$ cat src/rtl/sc_pkg.sv
// Package: shared mode encoding for the subcarrier controller.
// Assumes the two-bit mode field is decoded only by subcarrier_ctl.
package sc_pkg;
    typedef enum logic [1:0] {
        PIN_IDLE   = 2'b00,
        PIN_SCRST  = 2'b01,
        PIN_RTC    = 2'b10,
        PIN_IDLE_B = 2'b11
    } pin_mode_e;
endpackage

$ cat src/rtl/sc_serial_rx.sv
// Module: deserializes one framed serial stream from the shared pin.
// It keeps the first WORD_W data bits, LSB first, and flags the end of
// each frame. Assumes the pin is already synchronous to clk.
module sc_serial_rx #(
    parameter int WORD_W     = 22,
    parameter int FRAME_BITS = 67,
    parameter int CLK_PER_BIT = 2,
    parameter int GAP_CLKS   = 4
) (
    input  logic              clk,
    input  logic              rst_n,
    input  logic              en,
    input  logic              pin_now,
    input  logic              pin_prev,
    output logic [WORD_W-1:0] word_o,
    output logic              done_o
);
    localparam int BIDX_W = $clog2(FRAME_BITS + 1);
    localparam int PH_W   = $clog2(CLK_PER_BIT + 1);
    localparam int GAP_W  = $clog2(GAP_CLKS + 1);

    typedef enum logic {RX_WAIT, RX_BUSY} rx_state_e;

    rx_state_e          state;
    logic [BIDX_W-1:0]  bidx;
    logic [PH_W-1:0]    ph;
    logic [GAP_W-1:0]   lowcnt;
    logic               start_hit;

    assign start_hit = pin_now && !pin_prev && (lowcnt == GAP_W'(GAP_CLKS));

    // Purpose: count consecutive low cycles on the pin, saturating at the gap length.
    always_ff @(posedge clk) begin
        if (!rst_n || !en || state == RX_BUSY || pin_now) begin
            lowcnt <= '0;
        end else if (lowcnt != GAP_W'(GAP_CLKS)) begin
            lowcnt <= lowcnt + 1'b1;
        end
    end

    // Purpose: frame sequencer that times bit periods and samples data bits.
    always_ff @(posedge clk) begin
        if (!rst_n || !en) begin
            state  <= RX_WAIT;
            bidx   <= '0;
            ph     <= '0;
            done_o <= 1'b0;
            if (!rst_n) word_o <= '0;
        end else begin
            done_o <= 1'b0;
            if (state == RX_WAIT) begin
                if (start_hit) begin
                    state <= RX_BUSY;
                    bidx  <= '0;
                    ph    <= PH_W'(1);
                end
            end else if (ph == PH_W'(CLK_PER_BIT - 1)) begin
                ph <= '0;
                if (bidx != '0 && bidx <= BIDX_W'(WORD_W)) begin
                    word_o <= {pin_now, word_o[WORD_W-1:1]};
                end
                if (bidx == BIDX_W'(FRAME_BITS)) begin
                    done_o <= 1'b1;
                    state  <= RX_WAIT;
                end else begin
                    bidx <= bidx + 1'b1;
                end
            end else begin
                ph <= ph + 1'b1;
            end
        end
    end

    AST_DONE_FROM_BUSY: assert property (@(posedge clk) disable iff (!rst_n)
        done_o |-> $past(state == RX_BUSY));
endmodule

$ cat src/rtl/sc_word_hold.sv
// Module: holds a received word until the next line start, then makes it
// the active word. Assumes new_valid is a one-cycle pulse.
module sc_word_hold #(
    parameter int WORD_W = 22
) (
    input  logic              clk,
    input  logic              rst_n,
    input  logic [WORD_W-1:0] new_word,
    input  logic              new_valid,
    input  logic              line_start,
    output logic [WORD_W-1:0] word_o
);
    logic [WORD_W-1:0] pend_word;
    logic              pend_valid;

    // Purpose: park a fresh word and apply the parked one at a line start.
    always_ff @(posedge clk) begin
        if (!rst_n) begin
            pend_word  <= '0;
            pend_valid <= 1'b0;
            word_o     <= '0;
        end else begin
            if (line_start && pend_valid) begin
                word_o <= pend_word;
            end
            if (new_valid) begin
                pend_word  <= new_word;
                pend_valid <= 1'b1;
            end else if (line_start) begin
                pend_valid <= 1'b0;
            end
        end
    end

    AST_APPLY_ON_LINE: assert property (@(posedge clk) disable iff (!rst_n)
        !$stable(word_o) |-> $past(line_start));
    AST_PEND_FROM_FRAME: assert property (@(posedge clk) disable iff (!rst_n)
        $rose(pend_valid) |-> $past(new_valid));
endmodule

$ cat src/rtl/sc_reset_sched.sv
// Module: arms a phase-reset request on a pin rising edge and issues it as
// a one-cycle pulse after the next field start. Assumes field_start is a
// one-cycle strobe.
module sc_reset_sched (
    input  logic clk,
    input  logic rst_n,
    input  logic en,
    input  logic rise,
    input  logic field_start,
    output logic phase_rst_o
);
    logic pend;

    // Purpose: track one pending request and fire it at a field start.
    always_ff @(posedge clk) begin
        if (!rst_n || !en) begin
            pend        <= 1'b0;
            phase_rst_o <= 1'b0;
        end else begin
            phase_rst_o <= field_start && pend;
            if (field_start) begin
                pend <= rise;
            end else if (rise) begin
                pend <= 1'b1;
            end
        end
    end

    AST_PULSE_AFTER_FIELD: assert property (@(posedge clk) disable iff (!rst_n)
        phase_rst_o |-> $past(field_start));
endmodule

$ cat src/rtl/subcarrier_ctl.sv
// Module: top of the subcarrier controller. It decodes the pin mode and
// routes the shared pin to the serial loader or to the reset scheduler.
// It also selects the frequency word. Assumes sc_pin is synchronous to clk.
module subcarrier_ctl
    import sc_pkg::*;
#(
    parameter int FREQ_W      = 22,
    parameter int FRAME_BITS  = 67,
    parameter int CLK_PER_BIT = 2,
    parameter int GAP_CLKS    = 4
) (
    input  logic              clk,
    input  logic              rst_n,
    input  logic [1:0]        pin_mode,
    input  logic              sc_pin,
    input  logic              line_start,
    input  logic              field_start,
    input  logic [FREQ_W-1:0] prog_freq,
    output logic [FREQ_W-1:0] freq_word,
    output logic              phase_reset
);
    pin_mode_e         mode;
    logic              pin_q;
    logic              rtc_on;
    logic              scr_on;
    logic [FREQ_W-1:0] rx_word;
    logic              rx_done;
    logic [FREQ_W-1:0] rtc_word;

    assign mode   = pin_mode_e'(pin_mode);
    assign rtc_on = (mode == PIN_RTC);
    assign scr_on = (mode == PIN_SCRST);

    // Purpose: keep the previous pin level for edge detection.
    always_ff @(posedge clk) begin
        if (!rst_n) pin_q <= 1'b0;
        else        pin_q <= sc_pin;
    end

    sc_serial_rx #(
        .WORD_W(FREQ_W), .FRAME_BITS(FRAME_BITS),
        .CLK_PER_BIT(CLK_PER_BIT), .GAP_CLKS(GAP_CLKS)
    ) i_rx (
        .clk(clk), .rst_n(rst_n), .en(rtc_on),
        .pin_now(sc_pin), .pin_prev(pin_q),
        .word_o(rx_word), .done_o(rx_done)
    );

    sc_word_hold #(.WORD_W(FREQ_W)) i_hold (
        .clk(clk), .rst_n(rst_n),
        .new_word(rx_word), .new_valid(rx_done),
        .line_start(line_start), .word_o(rtc_word)
    );

    sc_reset_sched i_sched (
        .clk(clk), .rst_n(rst_n), .en(scr_on),
        .rise(sc_pin && !pin_q), .field_start(field_start),
        .phase_rst_o(phase_reset)
    );

    // Purpose: pick the oscillator word for the current pin mode.
    always_comb begin
        freq_word = rtc_on ? rtc_word : prog_freq;
    end

    AST_RST_ONLY_IN_SCR: assert property (@(posedge clk) disable iff (!rst_n)
        phase_reset |-> $past(pin_mode) == 2'b01);
    AST_NO_LOAD_OUTSIDE_RTC: assert property (@(posedge clk) disable iff (!rst_n)
        $past(pin_mode) != 2'b10 |-> $stable(rtc_word));
endmodule

$ cat config.mk
export PLATFORM = sky130hd
export DESIGN_NAME = subcarrier_ctl
export DESIGN_NICKNAME = d
export VERILOG_FILES = /design/src/rtl/sc_pkg.sv /design/src/rtl/sc_serial_rx.sv /design/src/rtl/sc_word_hold.sv /design/src/rtl/sc_reset_sched.sv /design/src/rtl/subcarrier_ctl.sv
export SDC_FILE = /design/constraint.sdc
export NUM_CORES = 1
export LEC_CHECK = 0
export BUFFER_PORTS_ARGS = -buffer_cell sky130_fd_sc_hd__clkbuf_2
export CAP_MARGIN = 10
export CORE_AREA = 10 10 88 90
export DETAILED_ROUTE_END_ITERATION = 6
export DIE_AREA = 0 0 98 100
export MAX_ROUTING_LAYER = met4
export PLACE_DENSITY_LB_ADDON = 0.1
export SLEW_MARGIN = 20
export SYNTH_ARGS = -nofsm -noshare
export SYNTH_HDL_FRONTEND = slang
export SYNTH_SLANG_ARGS = --single-unit
$ cat constraint.sdc
create_clock -name clk -period 3.5 [get_ports clk]
set_input_delay 0.7 -clock clk [delete_from_list [all_inputs] [get_ports clk]]
set_output_delay 0.7 -clock clk [all_outputs]
set_load 0.05 [all_outputs]
-- Yosys cells after proc, flatten, opt, wreduce, memory -nomap -nowiden
Index checks and enable logic that the tools add are counted.
- flip-flop bits (word level): 84
- input bits: 29
- output and inout bits: 23
- logic and storage cells: 72
- add/subtract/negate cells: 3
- order comparisons: 1
- equality and inequality tests: 9
- muxes and demuxes: 22
- bitwise operators: 2
- reduce and logical (&&, ||, !) cells: 23
- operator list (cell ; number):
    $mux W22 ; 6
    $mux W7 ; 4
    $reduce_bool A2 Y1 ; 6
    $mux W1 ; 9
    $add A7 B1 Y7 const B ; 1
    $eq A7 B7 Y1 const B ; 1
    $le A7 B5 Y1 const B ; 1
    $reduce_bool A7 Y1 ; 1
    $mux W2 ; 3
    $ne A2 B2 Y1 const B ; 3
    $logic_and A1 B1 Y1 ; 5
    $eq A2 B1 Y1 const B ; 2
    $logic_not A1 Y1 ; 4
    $logic_or A1 B1 Y1 ; 4
    $reduce_and A4 Y1 ; 1
    $add A3 B1 Y3 const B ; 1
    $eq A3 B3 Y1 const B ; 1
    $ne A3 B3 Y1 const B ; 1
    $reduce_and A3 Y1 ; 1
    $reduce_or A3 Y1 ; 1
    $add A2 B1 Y2 const B ; 1
    $eq A2 B2 Y1 const B ; 1
    $not A1 Y1 ; 2

-- Longest topological paths before layout
Gate-level depths: netlist (run 1).
- word-level depth: 6
- gate-level depth with buffers: 7
- depth with buffers taken out: 6

-- Cells and area by module
Synthesis (run 1) repeated with hierarchy kept, for this count alone.
- cell total of the unflattened synthesis: 348
- area, all modules: 3821.2 µm²
- modules (own cells, without submodules) (module ; times used ; cells an instance ; area an instance (µm²)):
    sc_word_hold ; 1 ; 174 ; 1755.4
    sc_serial_rx ; 1 ; 136 ; 1570.3
    subcarrier_ctl ; 1 ; 30 ; 425.4
    sc_reset_sched ; 1 ; 8 ; 70.1

-- Worst setup path after synthesis (run 1)
OpenSTA, ideal clock, no wires.
- path type: input -> output
- start: input port pin_mode[0]
- end: output port freq_word[10]
- arrival: 1.663 ns
- data required time: 2.800 ns
- setup slack: 1.137 ns
- stages on the path: 5
- buffers on the path: 2
- cells stage by stage: nand2b_1 clkbuf_1 clkbuf_1 nand2_1 nand2_1
- longest elaborated chain between the ends: 2
- ends and longest elaborated chain (item ; RTL line ; text):
    from (decl) ; subcarrier_ctl.sv:14 ; input logic [1:0] pin_mode,
    $eq A2 B2 Y1 ; subcarrier_ctl.sv:31 ; assign rtc_on = (mode == PIN_RTC);
    $mux W22 ; subcarrier_ctl.sv:63 ; freq_word = rtc_on ? rtc_word : prog_freq;
    to (decl) ; subcarrier_ctl.sv:19 ; output logic [FREQ_W-1:0] freq_word,
Every way passes these cells.

-- Worst setup path after layout (run 1)
- start: input port pin_mode[0]
- end: output port freq_word[16]
Same word-level chain as after synthesis.

==> flow_summary.json, run 1 <==
{
  "gp_congestion": 0.924,
  "critical_path.reg2reg.endpoint": "i_rx.word_o[10]$_SDFFCE_PP0P_",
  "final.setup.tns_ns": 0,
  "timing.final.crit_share_pct": 73.0,
  "antenna_violating_nets_post_route": 0,
  "remaining_drc_errors": 0,
  "post_synth_main_area_contributors": "dfxtp_1 36%, edfxtp_1 19%, nand2_1 13%",
  "fp.dieH_um": 100,
  "overall_global_routing_usage_pct": 15.1,
  "startpoint_types": "input pin",
  "wl_met2_um": 3450,
  "worst-r2r-setup-slack_ns": 1.42,
  "synth.avg_cell_area_um2": 8.83,
  "ctsHtreeMaxLevel": 3,
  "clock_sinks": 84,
  "grt_pass1_wl_um": 12100,
  "highest-signal-layer": "met4",
  "place_ws_ns": 0.925,
  "timing.final.max_slew_violations": 0,
  "route.detailed.wl_per_inst_um": 14.1,
  "whs_path_depth": 2,
  "worst_pin_slew_ns": 0.842,
  "grt_max_degree": 48,
  "area.growth.synth_to_final_pct": 13.7,
  "post_drt_via_cell_ratio": 5.29,
  "hold_buffer_count_at_cts": 0,
  "final_cell_mix": "119 x nand2_1, 62 x dfxtp_1, 51 x clkbuf_2",
  "cp.buffers_inverters": 3,
  "met3_wirelength_um": 377,
  "clkSlewWorstSetupHoldPaths_ns": 0.08,
  "peakVddDrop_v": 0.000266,
  "min-delay-start": "i_hold.pend_word[16]$_SDFFE_PN0P_",
  "layout.cells.most_common": "nand2_1",
  "antenna-diode-count": 0,
  "nNetsFinal": 471,
  "hp-class": "register to register",
  "ys_warn_count": 0,
  "slew-limit-headroom_pct": 43.8,
  "setup_ws_ns": 0.945,
  "critical_path_peak_fanout": 17,
  "worst_ep_required_time_ns": 2.80,
  "routed_wirelength_um": 7340,
  "core_area_mm2": 0.00613,
  "rsz0062_at_grt": "no",
  "report.power.total_uw": 1840,
  "synth_cell_type_count": 38,
  "critical_path_arrival_ns": 1.85,
  "initial_core_util_pct": 56.9,
  "vias_in_the_first_global_route": 2571,
  "cpLargestDelayFamily": "buffers and inverters",
  "worstSkewPairLatency_ns": 0.35,
  "final-instance-count-excl-fill": 519,
  "path_class": "input pin to output pin",
  "final_layout_size_suffix_gt1_share_pct": 17.0,
  "route.layer.met1.wl_um": 3390,
  "cts_post_setup_buffers_inserted": 0,
  "power.static_leakage_uw": 0.00163,
  "placedCellCount": 503,
  "globalRouteOverflowTotal": 0,
  "critPathSlowestCell": "nand2b_1",
  "run_status": "finished, final reports clean",
  "finalWorstPathRequiredPeriod_ns": 2.55,
  "drtPass1Iterations": 4,
  "synth-seq-area-share_pct": 54.5,
  "cts.path.max_buffers": 2,
  "port_buffers": 51,
  "vias": 2748,
  "antenna_found_initial": 0,
  "cts_tree": "built",
  "fmax_mhz": 391,
  "skew_ns": 0.0105,
  "power_per_cell_area_mw_per_mm2": 462,
  "cts-buffers-inserted": 9,
  "drt_iter0_drc": 149,
  "synth.largest_area_cell": "dfxtp_1",
  "worst_path_cell_chain": "clkbuf_2, nand2b_1, buf_4, nand2_1, nand2_1, clkbuf_2",
  "synth.ff_latch_count": 84,
  "placed_cell_area_mm2": 0.00378,
  "floorplan.die.width_um": 98,
  "hpwlAfterDp_um": 4690,
  "timing.final.setup_violations": 0,
  "min_to": "i_hold.word_o[16]$_SDFFE_PN0P_",
  "slowest_delay_ns": 0.33,
  "top_level_ports": 52,
  "timing.rr.start": "i_rx.state$_SDFF_PP0_",
  "total_nets_after_synthesis": 429,
  "rows": 29,
  "cts-root-buf": "clkbuf_8",
  "syn_area_mm2": 0.00349,
  "r2r.worst_path.cells": 3,
  "hold_viol_final": 0,
  "num-fill-cells": 526,
  "dieArea_mm2": 0.00980,
  "endpoint_kind": "output pin",
  "finish.instance_area_mm2": 0.00397,
  "cts_repair_resize_count": 0,
  "maxCapViolations": 0,
  "syn_inst": 395,
  "synth_top_area_share_pct": 35.6
}
[worst max-delay path by stage]
stage / startpoint / endpoint / slack, ns / cells past startpoint
finish: pin_mode[0] / freq_word[16] / 0.95 / 6
global placement: pin_mode[0] / freq_word[21] / 0.98 / 6
detailed placement: pin_mode[0] / freq_word[16] / 0.92 / 6
global route: pin_mode[0] / freq_word[8] / 0.82 / 6
floorplan: pin_mode[0] / freq_word[10] / 1.14 / 5
CTS: pin_mode[0] / freq_word[16] / 0.92 / 6
[where the power goes]
group	internal (uW)	leakage (uW)	switching [uW]
Sequential	1010	0.000726	6.28
Combinational	37.3	0.000816	113
Clock	329	0.0000862	342
Total	1370	0.00163	462
[worst reg2reg max path, stage by stage (launching register included)]
cell and delay [ns]:
dfxtp_1 0.57, nand3b_1 0.27, nor4_1 0.26, a31o_2 0.60
[flip-flops by register name, summed over array words and instances (netlist names)]
signal / count
i_hold.pend_word: 22
i_hold.word_o: 22
i_rx.word_o: 22
i_rx.bidx: 7
i_rx.lowcnt: 3
i_rx.ph: 2
i_hold.pend_valid: 1
i_rx.done_o: 1
i_rx.state: 1
i_sched.pend: 1
i_sched.phase_rst_o: 1
pin_q: 1
[Yosys cell counts]
| master | number |
|---|---|
| and3_2 | 1 |
| a31o_1 | 1 |
| mux2i_1 | 22 |
| a21boi_0 | 1 |
| inv_1 | 7 |
| or4_1 | 1 |
| nor2_1 | 31 |
| nor4_1 | 1 |
| nand2_1 | 119 |
| o31ai_1 | 1 |
| buf_6 | 1 |
| nor4_2 | 1 |
| a2111oi_0 | 1 |
| or3_1 | 3 |
| and2_0 | 1 |
| ha_1 | 5 |
| nand4_1 | 3 |
| nor3b_1 | 1 |
| nand4b_1 | 1 |
| nand2b_1 | 3 |
| dfxtp_1 | 62 |
| o21ai_0 | 2 |
| and2_1 | 1 |
| clkbuf_1 | 19 |
| buf_1 | 2 |
| a31oi_1 | 5 |
| o31a_1 | 1 |
| buf_2 | 3 |
| nand3b_1 | 1 |
| nand3_1 | 13 |
| nor3_1 | 2 |
| edfxtp_1 | 22 |
| xnor2_1 | 1 |
| or2_2 | 1 |
| and3_1 | 25 |
| a31o_2 | 1 |
| nor2b_1 | 1 |
| a21oi_1 | 28 |
[layer usage]
metal | vias up | track usage [%]
li1 | 1408 | -
met1 | 1276 | 17.7
met2 | 51 | 24.1
met3 | 13 | 3.78
met4 | 0 | 6.49
met5 | - | -
[cells by family after synthesis]
family	synth area share (%)
flops	54.5
mux	6.31
fa+ha+maj	1.79
buf+inv	3.76
compound gates	6.63
xor+xnor	0.251
simple gates	26.7
[stage by stage]
step,hold slack (ns),utilization (%)
floorplan,0.431,-
global placement,0.436,61.6
detailed placement,0.444,61.6
CTS,0.454,64.7
global route,0.470,64.7
finish,0.455,64.7
[layout make-up]
type                       count  area [um2]  share of cell area [%]
timing repair buffer          56         293                    7.38
clock buffer                  10         128                    3.22
sequential                    84        1900                    47.9
multi-input combinational    279        1460                    36.8
clock inverter                 6        65.1                    1.64
inverter                       7        26.3                   0.662
tap                           77        96.3                    2.43
No activity file was read; power rests on OpenSTA's default activity.
==> inputs of run 2 (changes only) <==
--- a/config.mk
+++ b/config.mk
@@ -5,11 +5,12 @@
 export SDC_FILE = /design/constraint.sdc
 export NUM_CORES = 1
 export LEC_CHECK = 0
+export ABC_AREA = 1
 export BUFFER_PORTS_ARGS = -buffer_cell sky130_fd_sc_hd__clkbuf_2
 export CAP_MARGIN = 10
-export CORE_AREA = 10 10 88 90
+export CORE_AREA = 10 10 91 93
 export DETAILED_ROUTE_END_ITERATION = 6
-export DIE_AREA = 0 0 98 100
+export DIE_AREA = 0 0 101 103
 export MAX_ROUTING_LAYER = met4
 export PLACE_DENSITY_LB_ADDON = 0.1
 export SLEW_MARGIN = 20
==> constraint.sdc (replaced) <==
create_clock -name clk -period 2.6 [get_ports clk]
set_input_delay 0.52 -clock clk [delete_from_list [all_inputs] [get_ports clk]]
set_output_delay 0.52 -clock clk [all_outputs]
set_load 0.05 [all_outputs]
==> run 2 against run 1 <==
- worst setup slack worse by 0.35 ns
- combinational power rose by 44%
- final cell count grew 11%
- largest power group unchanged
==> flow_summary.json, run 2 <==
{
  "vias_in_the_first_global_route": 2582,
  "rows": 30,
  "r2r.worst_path.cells": 5,
  "area.growth.synth_to_final_pct": 14.6,
  "hold_slack_ns": 0.429,
  "post_drt_via_cell_ratio": 4.85,
  "cts_post_setup_buffers_inserted": 0,
  "synth.avg_cell_area_um2": 7.97,
  "core_area_mm2": 0.00657,
  "nNetsFinal": 525,
  "min-delay-start": "sc_pin",
  "port_buffers": 51,
  "syn_inst": 444,
  "route.detailed.wl_per_inst_um": 11.7,
  "worst-r2r-setup-slack_ns": 0.96,
  "cts-root-buf": "clkbuf_8",
  "finish.instance_area_mm2": 0.00406,
  "whs_path_depth": 3,
  "synth.ff_latch_count": 84,
  "fmax_mhz": 499,
  "initial_core_util_pct": 53.9,
  "drtPass1Iterations": 4,
  "num-fill-cells": 619,
  "antenna-diode-count": 0,
  "timing.final.max_slew_violations": 0,
  "peakVddDrop_v": 0.000317,
  "synth-seq-area-share_pct": 53.7,
  "number_of_synthesized_flops_with_an_enable_pin": 22,
  "cts_repair_resize_count": 0,
  "worst_ep_required_time_ns": 2.08,
  "globalRouteOverflowTotal": 0,
  "overall_global_routing_usage_pct": 13.9,
  "clock_sinks": 84,
  "hp-class": "input pin to register",
  "run_status": "finished, final reports clean",
  "syn_area_mm2": 0.00354,
  "cts-buffers-inserted": 9,
  "share_of_the_synthesized_netlist_area_taken_by_xor_and_xnor_gates_pct": 0.248,
  "startpoint_types": "input pin",
  "finalWorstPathRequiredPeriod_ns": 2.00,
  "rsz0062_at_grt": "no",
  "ys_warn_count": 0,
  "power_per_cell_area_mw_per_mm2": 631,
  "final.setup.tns_ns": 0,
  "cts_tree": "built",
  "hold_viol_final": 0,
  "layout.cells.most_common": "nand2_1",
  "antenna_found_initial": 0,
  "slew-limit-headroom_pct": 58.2,
  "total_nets_after_synthesis": 478,
  "grt_max_degree": 47,
  "final_cell_mix": "93 x nand2_1, 77 x nor2_1, 62 x dfxtp_1",
  "synth_ff_type": "dfxtp_1",
  "post_synth_and_or_nand_nor_area_fraction_pct": 24.8,
  "final_layout_size_suffix_gt1_share_pct": 18.1,
  "synth.most_common_cell": "nand2_1",
  "synth.largest_area_cell": "dfxtp_1",
  "vias": 2795,
  "synth_top_cells_by_count": "93 x nand2_1, 77 x nor2_1, 62 x dfxtp_1, 45 x o21ai_0, 44 x inv_1",
  "grt_pass1_wl_um": 11600,
  "ctsHtreeMaxLevel": 3,
  "drt_iter0_drc": 134,
  "fp.dieH_um": 103,
  "critical_path.reg2reg.endpoint": "i_rx.word_o[6]$_SDFFCE_PP0P_",
  "min_to": "pin_q$_SDFF_PN0_",
  "cts.path.max_buffers": 2,
  "synthArstFlopShare_pct": 0,
  "routed_wirelength_um": 6740,
  "power.static_leakage_uw": 0.00183,
  "critical_path_peak_fanout": 22,
  "endpoint_kind": "output pin",
  "gp_congestion": 0.883,
  "synthAdderAreaFrac_pct": 1.77,
  "top_regs": "i_hold.pend_word (22), i_hold.word_o (22), i_rx.word_o (22)",
  "post_synth_main_area_contributors": "dfxtp_1 35%, edfxtp_1 19%, nand2_1 9.9%",
  "timing.rr.start": "i_rx.bidx[0]$_SDFFE_PP0P_",
  "synth_top_area_share_pct": 35.1,
  "path_class": "input pin to output pin",
  "synth.area.mux_share_pct": 0,
  "timing.final.setup_violations": 0,
  "remaining_drc_errors": 0,
  "dieArea_mm2": 0.0104,
  "critical_path_arrival_ns": 1.48,
  "clkSlewWorstSetupHoldPaths_ns": 0.08,
  "worstSkewPairLatency_ns": 0.34,
  "timing.final.crit_share_pct": 77.0,
  "antenna_violating_nets_post_route": 0,
  "synth_compound_area_share_pct": 11.4,
  "placed_cell_area_mm2": 0.00384,
  "skew_ns": 0.00825,
  "hpwlAfterDp_um": 4840,
  "hold_buffer_count_at_cts": 0,
  "top_level_ports": 52,
  "floorplan.die.width_um": 101,
  "dominant_combinational_cell_family_by_area_after_synthesis": "simple AND/OR/NAND/NOR gates",
  "maxCapViolations": 0,
  "worst_pin_slew_ns": 0.627,
  "synth_cell_type_count": 30
}
-- run 2: cell types whose count changed after synthesis, moves of 4 or more --
cell / delta
and3_1: -21
a31oi_1: -5
clkbuf_1: -12
o21ai_0: +43
mux2i_1: -22
nand2_1: -26
buf_2: +8
inv_1: +37
nor2_1: +46
nand2_2: +4
o21ai_1: +6
-- run 2: cells by family (layout without fill, tap and decap cells) --
kind of cell / after synthesis / count (layout)
AOI/OAI and AO/OA: 80 / 80
xor gates and xnor gates: 1 / 1
adders and majority gates: 5 / 5
buffers and inverters: 69 / 121
DFF: 84 / 84
and+or+nand+nor: 205 / 205
-- run 2: layer usage --
metal / GRT usage, % / share of wire, % / vias up / routed length [um]
met4: 4.82 / 0.68 / 0 / 46
li1: - / - / 1510 / -
met5: - / 0 / - / 0
met1: 17.1 / 49 / 1213 / 3330
met2: 20.9 / 41 / 68 / 2770
met3: 4.76 / 8.8 / 4 / 594
-- run 2: how the worst max path moves through the flow --
stage                     start                            to  depth (start not counted)
finish              pin_mode[0]                 freq_word[13]                          8
global route        pin_mode[0]                 freq_word[11]                          8
CTS                 pin_mode[0]                 freq_word[13]                          8
detailed placement  pin_mode[0]                 freq_word[13]                          8
global placement    pin_mode[0]                 freq_word[13]                          8
floorplan           pin_mode[0]  i_rx.word_o[0]$_SDFFCE_PP0P_                          5
-- run 2: cell type report --
cell class | instances | area, um2 | area share, %
Sequential cell | 84 | 1900 | 46.9
Inverter | 48 | 184 | 4.54
Tap cell | 80 | 100 | 2.47
Clock inverter | 6 | 86.3 | 2.13
Clock buffer | 10 | 128 | 3.15
Timing Repair Buffer | 57 | 300 | 7.41
Multi-Input combinational cell | 291 | 1360 | 33.4
-- run 2: critical path, cell delays in order --
cell and delay (ns):
clkbuf_2 0.08, inv_2 0.05, nand2_2 0.08, inv_1 0.08, buf_4 0.23, nand2_1 0.09
nand2_1 0.06, clkbuf_2 0.27
-- run 2: metrics by stage --
stage | total power, uW | std cells | setup slack (ns) | util (%)
after detailed placement | 1610 | 560 | 0.586 | 58.5
after global placement | 1610 | 560 | 0.581 | 58.5
after CTS | 2600 | 576 | 0.584 | 61.7
final | 2560 | 576 | 0.597 | 61.7
after floorplan | 1540 | 444 | 0.274 | -
after global routing | 2660 | 576 | 0.452 | 61.7
-- run 2: power breakdown --
part           leakage (uW)  switching, uW  internal (uW)
Clock              0.000108            441            542
Combinational      0.000992            162           55.2
Sequential         0.000726           4.34           1360
Total               0.00183            607           1950
==> inputs of run 3 (changes only) <==
--- a/config.mk
+++ b/config.mk
@@ -8,9 +8,9 @@
 export ABC_AREA = 1
 export BUFFER_PORTS_ARGS = -buffer_cell sky130_fd_sc_hd__clkbuf_2
 export CAP_MARGIN = 10
-export CORE_AREA = 10 10 91 93
+export CORE_AREA = 10 10 95 97
 export DETAILED_ROUTE_END_ITERATION = 6
-export DIE_AREA = 0 0 101 103
+export DIE_AREA = 0 0 105 107
 export MAX_ROUTING_LAYER = met4
 export PLACE_DENSITY_LB_ADDON = 0.1
 export SLEW_MARGIN = 20
==> constraint.sdc (replaced) <==
create_clock -name clk -period 1.8 [get_ports clk]
set_input_delay 0.36 -clock clk [delete_from_list [all_inputs] [get_ports clk]]
set_output_delay 0.36 -clock clk [all_outputs]
set_load 0.05 [all_outputs]
==> run 3 against run 2 <==
- power increased by 42%
- non-clock buffer count grew 3
- cell area is 8.9% higher
- die area is 8.0% higher
- worst setup slack lost 0.40 ns
==> flow_summary.json, run 3 (synthesis gave the netlist of run 2 again) <==
{
  "grt_pass1_wl_um": 12300,
  "nNetsFinal": 528,
  "slew-limit-headroom_pct": 58.8,
  "multiInputGateArea_mm2": 0.00136,
  "final.setup.tns_ns": 0,
  "route.detailed.wl_per_inst_um": 11.8,
  "antenna_violating_nets_post_route": 0,
  "report.power.total_uw": 3620,
  "antenna-diode-count": 0,
  "hpwlAfterDp_um": 5150,
  "power_per_cell_area_mw_per_mm2": 820,
  "antenna_found_initial": 0,
  "remaining_drc_errors": 0,
  "clkSlewWorstSetupHoldPaths_ns": 0.08,
  "run_status": "finished, final reports clean",
  "core_area_mm2": 0.00714,
  "critical_path_arrival_ns": 1.64,
  "top_regs": "i_hold.pend_word (22), i_hold.word_o (22), i_rx.word_o (22)",
  "finalWorstPathRequiredPeriod_ns": 1.61,
  "drt_iter0_drc": 143,
  "rows": 31,
  "timing.final.crit_share_pct": 89.2,
  "vias": 2795,
  "area.growth.synth_to_final_pct": 24.9,
  "layout.cells.most_common": "nand2_1",
  "hold_viol_final": 0,
  "clock_sinks": 84,
  "worst_pin_slew_ns": 0.618,
  "gp_congestion": 0.893,
  "cts-buffers-inserted": 9,
  "timing.final.setup_violations": 0,
  "num-fill-cells": 659,
  "final_cell_mix": "93 x nand2_1, 77 x nor2_1, 62 x dfxtp_1",
  "cts.path.max_buffers": 2,
  "rsz0062_at_grt": "no",
  "grt_max_degree": 45,
  "timing.final.max_slew_violations": 0,
  "vias_in_the_first_global_route": 2676,
  "startpoint_types": "register",
  "grt.met3_usage_pct": 2.69,
  "critical_path_peak_fanout": 14,
  "power.static_leakage_uw": 0.00194,
  "path_class": "register to register",
  "grt_busiest_layer": "met2",
  "final_layout_size_suffix_gt1_share_pct": 18.6,
  "endpoint_kind": "register",
  "grt_use_met1_pct": 16.5,
  "fmax_mhz": 623,
  "routed_wirelength_um": 7050,
  "peakVddDrop_v": 0.000377,
  "ctsHtreeMaxLevel": 3,
  "cts_post_setup_buffers_inserted": 0,
  "worst_ep_required_time_ns": 1.84,
  "drtPass1Iterations": 4,
  "post_drt_via_cell_ratio": 4.67,
  "initial_core_util_pct": 49.6,
  "maxCapViolations": 0,
  "port_buffers": 51,
  "cts_repair_resize_count": 0,
  "fp.dieH_um": 107,
  "cts-root-buf": "clkbuf_8",
  "overall_global_routing_usage_pct": 13.4,
  "worstSkewPairLatency_ns": 0.34,
  "cts_tree": "built",
  "top_level_ports": 52,
  "met2_use_gr_pct": 20.2,
  "globalRouteOverflowTotal": 0,
  "dieArea_mm2": 0.0112,
  "hp-class": "input pin to register",
  "hold_buffer_count_at_cts": 0,
  "seqCellArea_mm2": 0.00190,
  "skew_ns": 0.00942,
  "floorplan.die.width_um": 105
}
-- run 3: cell count changes in the layout (fill, tap and decap cells not counted), sizes merged --
cell,previous run,this run
buf,6,31
bufinv,2,0
clkbuf,61,41
clkinv,4,5
inv,48,47
-- run 3: through the flow --
stage	setup slack [ns]	utilization [%]	std cells	hold slack [ns]	area, um2
floorplan	0.150	-	444	0.437	3550
detailed placement	0.194	59.4	582	0.466	4240
global placement	0.246	59.4	582	0.452	4240
CTS	0.180	61.9	598	0.251	4420
global route	0.104	61.9	598	0.271	4420
finish	0.194	61.9	598	0.266	4420
-- run 3: critical path, cell delays in order (launching register included) --
cell	delay, ns
dfxtp_1	0.41
inv_1	0.10
ha_1	0.20
and3_1	0.21
o21ai_4	0.15
buf_4	0.23
-- run 3: worst paths after layout --
kind	startpoint	to	slack, ns	cells after the start
min reg2reg	i_hold.pend_valid$_SDFFE_PN0P_	i_hold.pend_valid$_SDFFE_PN0P_	0.47	2
min	sc_pin	pin_q$_SDFF_PN0_	0.27	3
max reg2reg	i_rx.bidx[0]$_SDFFE_PP0P_	i_rx.word_o[6]$_SDFFCE_PP0P_	0.19	5
max	i_rx.bidx[0]$_SDFFE_PP0P_	i_rx.word_o[6]$_SDFFCE_PP0P_	0.19	5
-- run 3: layout make-up --
type / instances / share of cell area, %
sequential: 84 / 43.0
multi-input combinational: 291 / 30.8
timing repair buffer: 60 / 15.1
inverter: 48 / 4.16
clock buffer: 12 / 3.54
tap: 99 / 2.80
clock inverter: 4 / 0.538
-- run 3: where the power goes --
part | switching [uW] | leakage, uW | total [uW] | internal, uW
Combinational | 253 | 0.00112 | 441 | 188
Sequential | 6.25 | 0.000726 | 1960 | 1960
Clock | 635 | 0.0000952 | 1220 | 582
Total | 895 | 0.00194 | 3620 | 2730
-- run 3: per-layer routing --
layer	part of all wire [%]	wire [um]
met1	50	3560
met2	43	3030
met3	4.4	310
met4	2.1	147
met5	0	0
